--- src/rtl/sc_pkg.sv ---
package sc_pkg;
    typedef logic [7:0] byte_t;

    localparam byte_t A_MASK_BASE  = 8'h00;
    localparam byte_t A_FE_BASE    = 8'h10;
    localparam byte_t A_CFG        = 8'h20;
    localparam byte_t A_STATUS     = 8'h21;
    localparam byte_t A_CNT_TOK    = 8'h22;
    localparam byte_t A_CNT_OVF    = 8'h23;
    localparam byte_t A_TDLY_BASE  = 8'h24;
    localparam byte_t A_TSDLY_BASE = 8'h26;
    localparam byte_t A_CHAIN      = 8'h30;

    localparam int TRIM_W = 5;
    localparam int SHUT_BIT = 5;

    typedef enum logic [2:0] {
        SEL_NONE,
        SEL_ARRAY,
        SEL_STATUS,
        SEL_TOK,
        SEL_OVF,
        SEL_CHAIN
    } rd_sel_e;
endpackage

--- src/rtl/sc_reg_array.sv ---
module sc_reg_array
    import sc_pkg::*;
#(
    parameter int N    = 1,
    parameter int BASE = 0
) (
    input  logic           clk,
    input  logic           rst_n,
    input  logic           we,
    input  byte_t          addr,
    input  byte_t          wdata,
    output logic [N*8-1:0] q,
    output logic           hit,
    output byte_t          rd
);
    byte_t regs [N];

    always_ff @(posedge clk or negedge rst_n) begin
        if (!rst_n) begin
            for (int i = 0; i < N; i++) regs[i] <= '0;
        end else if (we) begin
            for (int i = 0; i < N; i++) begin
                if (addr == 8'(BASE + i)) regs[i] <= wdata;
            end
        end
    end

    always_comb begin
        hit = 1'b0;
        rd  = '0;
        for (int i = 0; i < N; i++) begin
            if (addr == 8'(BASE + i)) begin
                hit = 1'b1;
                rd  = regs[i];
            end
        end
    end

    for (genvar g = 0; g < N; g++) begin : g_out
        assign q[g*8 +: 8] = regs[g];
    end
endmodule

--- src/rtl/sc_sat_cnt.sv ---
module sc_sat_cnt #(
    parameter int W = 8
) (
    input  logic         clk,
    input  logic         rst_n,
    input  logic         inc,
    input  logic         clr,
    output logic [W-1:0] cnt
);
    localparam logic [W-1:0] CNT_MAX = {W{1'b1}};

    always_ff @(posedge clk or negedge rst_n) begin
        if (!rst_n) begin
            cnt <= '0;
        end else if (clr) begin
            cnt <= inc ? W'(1) : '0;
        end else if (inc && cnt != CNT_MAX) begin
            cnt <= cnt + W'(1);
        end
    end
endmodule

--- src/rtl/sc_trim_chain.sv ---
module sc_trim_chain
    import sc_pkg::*;
#(
    parameter int LEN = 129
) (
    input  logic             clk,
    input  logic             rst_n,
    input  logic             shift,
    input  byte_t            din,
    output logic [LEN*8-1:0] stages,
    output byte_t            dout
);
    byte_t st [LEN];

    always_ff @(posedge clk or negedge rst_n) begin
        if (!rst_n) begin
            for (int i = 0; i < LEN; i++) st[i] <= '0;
            dout <= '0;
        end else if (shift) begin
            dout <= st[0];
            for (int i = 0; i < LEN - 1; i++) st[i] <= st[i+1];
            st[LEN-1] <= din;
        end
    end

    for (genvar g = 0; g < LEN; g++) begin : g_flat
        assign stages[g*8 +: 8] = st[g];
    end
endmodule

--- src/rtl/sc_regbank.sv ---
module sc_regbank
    import sc_pkg::*;
#(
    parameter int NUM_CH    = 128,
    parameter int NUM_FE    = 14,
    parameter int NUM_TDLY  = 2,
    parameter int NUM_TSDLY = 3
) (
    input  logic                       clk,
    input  logic                       rst_n,
    input  logic                       wr_en,
    input  logic                       rd_en,
    input  logic [7:0]                 addr,
    input  logic [7:0]                 wdata,
    output logic [7:0]                 rdata,
    output logic                       rvalid,
    input  logic [7:0]                 status_i,
    input  logic                       tok_lost_i,
    input  logic                       fifo_ovf_i,
    output logic [NUM_CH-1:0]          mask_o,
    output logic [NUM_FE*8-1:0]        fe_o,
    output logic [7:0]                 cfg_o,
    output logic [NUM_TDLY*8-1:0]      tdly_o,
    output logic [NUM_TSDLY*8-1:0]     tsdly_o,
    output logic [(NUM_CH+1)*5-1:0]    trim_o,
    output logic [NUM_CH:0]            shut_o
);
    localparam int NUM_MASK  = NUM_CH / 8;
    localparam int CHAIN_LEN = NUM_CH + 1;

    logic    rd_fire;
    logic    tok_clr, ovf_clr, chain_shift;
    byte_t   tok_cnt, ovf_cnt, chain_out;
    rd_sel_e rd_sel;
    byte_t   rd_mux, arr_rd;
    logic    arr_hit;
    logic [CHAIN_LEN*8-1:0] chain_flat;

    logic  mask_hit, fe_hit, cfg_hit, tdly_hit, tsdly_hit;
    byte_t mask_rd, fe_rd, cfg_rd, tdly_rd, tsdly_rd;

    assign rd_fire     = rd_en & ~wr_en;
    assign tok_clr     = rd_fire && (addr == A_CNT_TOK);
    assign ovf_clr     = rd_fire && (addr == A_CNT_OVF);
    assign chain_shift = wr_en && (addr == A_CHAIN);

    sc_reg_array #(.N(NUM_MASK), .BASE(int'(A_MASK_BASE))) i_mask (
        .clk(clk), .rst_n(rst_n), .we(wr_en), .addr(addr), .wdata(wdata),
        .q(mask_o), .hit(mask_hit), .rd(mask_rd)
    );
    sc_reg_array #(.N(NUM_FE), .BASE(int'(A_FE_BASE))) i_fe (
        .clk(clk), .rst_n(rst_n), .we(wr_en), .addr(addr), .wdata(wdata),
        .q(fe_o), .hit(fe_hit), .rd(fe_rd)
    );
    sc_reg_array #(.N(1), .BASE(int'(A_CFG))) i_cfg (
        .clk(clk), .rst_n(rst_n), .we(wr_en), .addr(addr), .wdata(wdata),
        .q(cfg_o), .hit(cfg_hit), .rd(cfg_rd)
    );
    sc_reg_array #(.N(NUM_TDLY), .BASE(int'(A_TDLY_BASE))) i_tdly (
        .clk(clk), .rst_n(rst_n), .we(wr_en), .addr(addr), .wdata(wdata),
        .q(tdly_o), .hit(tdly_hit), .rd(tdly_rd)
    );
    sc_reg_array #(.N(NUM_TSDLY), .BASE(int'(A_TSDLY_BASE))) i_tsdly (
        .clk(clk), .rst_n(rst_n), .we(wr_en), .addr(addr), .wdata(wdata),
        .q(tsdly_o), .hit(tsdly_hit), .rd(tsdly_rd)
    );

    sc_sat_cnt #(.W(8)) i_tok_cnt (
        .clk(clk), .rst_n(rst_n), .inc(tok_lost_i), .clr(tok_clr), .cnt(tok_cnt)
    );
    sc_sat_cnt #(.W(8)) i_ovf_cnt (
        .clk(clk), .rst_n(rst_n), .inc(fifo_ovf_i), .clr(ovf_clr), .cnt(ovf_cnt)
    );

    sc_trim_chain #(.LEN(CHAIN_LEN)) i_chain (
        .clk(clk), .rst_n(rst_n), .shift(chain_shift), .din(wdata),
        .stages(chain_flat), .dout(chain_out)
    );

    for (genvar c = 0; c < CHAIN_LEN; c++) begin : g_chan
        assign trim_o[c*TRIM_W +: TRIM_W] = chain_flat[c*8 +: TRIM_W];
        assign shut_o[c]                  = chain_flat[c*8 + SHUT_BIT];
    end

    assign arr_hit = mask_hit | fe_hit | cfg_hit | tdly_hit | tsdly_hit;
    assign arr_rd  = mask_rd | fe_rd | cfg_rd | tdly_rd | tsdly_rd;

    always_comb begin
        if (arr_hit) begin
            rd_sel = SEL_ARRAY;
        end else begin
            unique case (addr)
                A_STATUS:  rd_sel = SEL_STATUS;
                A_CNT_TOK: rd_sel = SEL_TOK;
                A_CNT_OVF: rd_sel = SEL_OVF;
                A_CHAIN:   rd_sel = SEL_CHAIN;
                default:   rd_sel = SEL_NONE;
            endcase
        end
    end

    always_comb begin
        unique case (rd_sel)
            SEL_ARRAY:  rd_mux = arr_rd;
            SEL_STATUS: rd_mux = status_i;
            SEL_TOK:    rd_mux = tok_cnt;
            SEL_OVF:    rd_mux = ovf_cnt;
            SEL_CHAIN:  rd_mux = chain_out;
            default:    rd_mux = '0;
        endcase
    end

    always_ff @(posedge clk or negedge rst_n) begin
        if (!rst_n) begin
            rdata  <= '0;
            rvalid <= 1'b0;
        end else begin
            rvalid <= rd_fire;
            if (rd_fire) rdata <= rd_mux;
        end
    end
endmodule

--- config.mk ---
export PLATFORM = sky130hd
export DESIGN_NAME = sc_regbank
export DESIGN_NICKNAME = d
export VERILOG_FILES = /design/src/rtl/sc_pkg.sv /design/src/rtl/sc_reg_array.sv /design/src/rtl/sc_sat_cnt.sv /design/src/rtl/sc_trim_chain.sv /design/src/rtl/sc_regbank.sv
export SDC_FILE = /design/constraint.sdc
export NUM_CORES = 2
export LEC_CHECK = 0
export BUFFER_PORTS_ARGS = -buffer_cell sky130_fd_sc_hd__buf_2
export CAP_MARGIN = 20
export CORE_AREA = 2 2 429 431
export DETAILED_ROUTE_END_ITERATION = 16
export DIE_AREA = 0 0 431 433
export GPL_TIMING_DRIVEN = 0
export PLACE_DENSITY = 0.63
export SETUP_SLACK_MARGIN = 0.5
export SYNTH_ARGS = -nofsm -noshare
export SYNTH_HDL_FRONTEND = slang
export SYNTH_SLANG_ARGS = --single-unit
export TNS_END_PERCENT = 20
--- constraint.sdc ---
create_clock -name clk -period 4.8 [get_ports clk]
set_clock_uncertainty 0.2 [all_clocks]
set_input_delay 0.24 -clock clk [delete_from_list [all_inputs] [get_ports clk]]
set_output_delay 0.24 -clock clk [all_outputs]
set_load 0.02 [all_outputs]
==> flow_summary.json <==
{
  "cts_sinks": 1353,
  "crit_path_cell_trace": "dlygate4sd3_1 > dlygate4sd3_1 > buf_12 > buf_16 > buf_16 > buf_16 > buf_16",
  "p_int_mw": 19.0,
  "net-switching-power_mw": 6.20,
  "synth_most_common_cell": "dfrtp_1",
  "switching_share_pct": 24.6,
  "fin_setup_tns_ns": 0,
  "maxSlewViolCount": 0,
  "rr_startpoint": "i_fe.q[54]",
  "synth_edf_count": 0,
  "rsz0062_at_grt": "false",
  "drc": 0,
  "cts_htree_levels": 4,
  "ios": 1101,
  "finalHoldViolations": 0,
  "synthFlopType": "dfrtp_1",
  "drt-total-wl_mm": 212,
  "maxSlewHeadroom_pct": 21.6,
  "status": "finished clean",
  "area_growth_pct": 23.9,
  "synth_seq_cells": 1353,
  "period_minus_slack_ns": 3.78,
  "rows": 157,
  "crit_type": "input port to asynchronous set/reset pin",
  "cpMaxStageDelayCell": "dlygate4sd3_1",
  "ys_types": 71,
  "vias": 38900,
  "startpoint_type": "input port",
  "leakage_nw": 42.1,
  "nNetsFinal": 5548,
  "numCtsBuffers": 152,
  "end_kind": "asynchronous set/reset pin",
  "grt_pass1_vias": 39500,
  "die_w_um": 431,
  "cpPeakStageDelay_ns": 0.61,
  "critPathTopFamily": "buffers and inverters",
  "yosysWarnings": 0,
  "seqPwrFrac_pct": 46.7,
  "setup_violations": 0,
  "start_util_pct": 32.9,
  "fmax_mhz": 265,
  "dr.first_iter.drc_count": 2544,
  "cap_viol_max_count": 0,
  "grt_first_pass_wirelength_mm": 296,
  "synth-async-reset-ratio_pct": 100,
  "die_area_um2": 187000,
  "postSynthCellCount": 4235,
  "grt_max_degree": 175,
  "required_ns": 5.42,
  "firstDrtPassIters": 6,
  "final.period_utilization_pct": 78.7,
  "ff2ff_setup_slack_ns": 2.24,
  "worstMarginPinSlew_ns": 1.18,
  "synth_area_leaders": "dfrtp_1 (57%), mux2_2 (14%), mux2_1 (11%), buf_4 (9.7%), buf_6 (1.3%)",
  "io_buffer_count": 1088,
  "syn_nets": 4267,
  "clock_latency_ns": 0.80,
  "crit_path_start": "rst_n",
  "path_common_cell": "buf_16",
  "n_fill_cell": 17100,
  "hold_start": "addr[4]",
  "final_area_um2": 74200,
  "drive_gt1_share_pct": 54.0,
  "cts_tree": "yes",
  "comb_power_share_pct": 5.2,
  "place_hpwl_mm": 165,
  "synth_top_area_share_pct": 56.6,
  "grt_usage_pct": 22.1,
  "root_buffer": "clkbuf_16",
  "post-cts-setup-buffers": 0,
  "arrival_ns": 4.39,
  "yosysSeqAreaShare_pct": 56.6,
  "place_congestion": 0.949,
  "post_dp_cell_area_um2": 68600,
  "synth.avg_cell_area_um2": 14.1,
  "grt_overflow": 0,
  "power_density_nw_per_um2": 340,
  "crit_buf_inv": 7,
  "final_antenna_net_count": 0,
  "synth_largest_area_cell": "dfrtp_1",
  "crit_fanout": 174,
  "grt_antenna_before_repair": 19,
  "core_area_um2": 182000,
  "wl_per_cell_um": 26.4,
  "ir_worst_vdd_mv": 0.301,
  "synth_common_cells": "dfrtp_1 (1,353), buf_4 (776), mux2_2 (742), mux2_1 (600), buf_2 (74)",
  "netlist_area_um2": 59900,
  "hp-class": "input port to flip-flop",
  "vias_per_cell": 4.84,
  "clk_pin_slew_ns": 0.06,
  "clock_path_buffers": 3,
  "die_h_um": 433,
  "p_clk_share_pct": 48.1
}
cells in the final DEF (no fill, tap or decap), types with 7 or more instances in the layout:
| cell type | netlist | layout |
|---|---|---|
| mux2_2 | 742 | 742 |
| nor2b_1 | 15 | 15 |
| a21oi_1 | 38 | 38 |
| and2_1 | 8 | 8 |
| a32oi_1 | 15 | 15 |
| clkbuf_16 | 0 | 154 |
| o22ai_1 | 15 | 15 |
| nand2_1 | 67 | 67 |
| nor3_1 | 13 | 13 |
| buf_16 | 0 | 10 |
| dfrtp_1 | 1353 | 1353 |
| clkbuf_8 | 0 | 39 |
| buf_6 | 68 | 69 |
| xor2_1 | 7 | 7 |
| dlygate4sd3_1 | 0 | 22 |
| nand4_1 | 11 | 11 |
| bufinv_16 | 0 | 10 |
| clkinv_2 | 0 | 24 |
| mux4_2 | 9 | 9 |
| a211oi_1 | 7 | 7 |
| and3_1 | 11 | 11 |
| nand2b_1 | 10 | 10 |
| clkbuf_1 | 59 | 82 |
| a22oi_1 | 25 | 25 |
| o211ai_1 | 13 | 13 |
| nor2_1 | 47 | 47 |
| buf_1 | 12 | 11 |
| mux2_1 | 600 | 600 |
| a22o_1 | 8 | 8 |
| o21ai_0 | 46 | 46 |
| o221ai_1 | 11 | 11 |
| nand3_1 | 36 | 36 |
| mux2i_1 | 31 | 31 |
| buf_4 | 776 | 777 |
| buf_2 | 74 | 1162 |
worst reg2reg max path: cells and delay by family, from the launching register on:
kind,cells,cell delay [ns]
AOI/OAI and AO/OA,3,0.85
DFF,1,0.46
and+or+nand+nor,2,0.43
muxes,1,0.48
registers in the layout, summed over array words and instances, names as in the netlist, 16 cells and up:
signal and count:
i_mask.q 128, i_tsdly.q 24, i_fe.q 112, i_chain.stages 1032, i_tdly.q 16
path summary, 6_finish.rpt:
path / end / cells after the start
min: rdata[5] / 6
max in group clk: rdata[1] / 10
max reg2reg: rdata[6] / 6
min reg2reg: i_chain.stages[422] / 1
min in group asynchronous: i_chain.stages[260] / 4
max: i_chain.stages[877] / 7
stage by stage:
stage / setup WS [ns] / std cells / power [mW] / utilization (%) / hold WS, ns
after floorplan: 2.55 / 4235 / 12.4 / - / -0.256
after global placement: -27.06 / 7708 / 13.2 / 37.5 / 0.263
after detailed placement: 0.997 / 7723 / 13.3 / 37.7 / -0.0300
after CTS: 1.02 / 8017 / 25.5 / 40.7 / 0.0322
after global routing: 0.584 / 8022 / 26.1 / 40.7 / 0.106
final: 1.02 / 8025 / 25.2 / 40.7 / 0.131
kinds of logic (layout without fill, tap and decap cells):
group	Yosys count	after routing	share of synthesized area, %
other cells	0	6	0
xor+xnor	10	10	0.146
flops	1353	1353	56.6
buf+inv	995	2394	12.1
compound gates	237	237	2.77
simple gates	256	256	2.26
mux	1382	1382	26.1
fa+ha+maj	2	2	0.0418
power by group through the flow:
stage	sequential, mW	clock (mW)	combinational [mW]
after floorplan	12.0	0	0.401
after global placement	12.0	0	1.25
after detailed placement	12.0	0	1.30
after CTS	11.8	12.4	1.32
after global routing	11.8	12.9	1.39
final	11.8	12.2	1.31
routing by layer:
layer	GRT usage, %	vias to the layer above	share of wire, %
met5	0	-	0.016
met4	11.4	6	6.0
met3	5.96	461	7.3
met2	38.2	1553	50
met1	25.0	20200	37
li1	-	16700	-
timing repair:
item / CTS / global route
gates resized for setup: 0 / 0
hold buffers: 22 / 1
endpoints found under the hold margin: 442 / 7
endpoints found under the setup margin: 0 / 0
layout make-up:
class	count	area (um^2)	share of cell area, %
Multi-Input combinational cell	1887	18700	25.3
Inverter	6	22.5	0.0304
Tap cell	2385	2980	4.02
Clock inverter	56	791	1.07
Antenna cell	6	15.0	0.0202
Sequential cell	1353	33900	45.6
Timing Repair Buffer	1127	6050	8.16
Buffer	989	7230	9.75
Clock buffer	216	4480	6.04
Power figures use the tool's default switching activity.
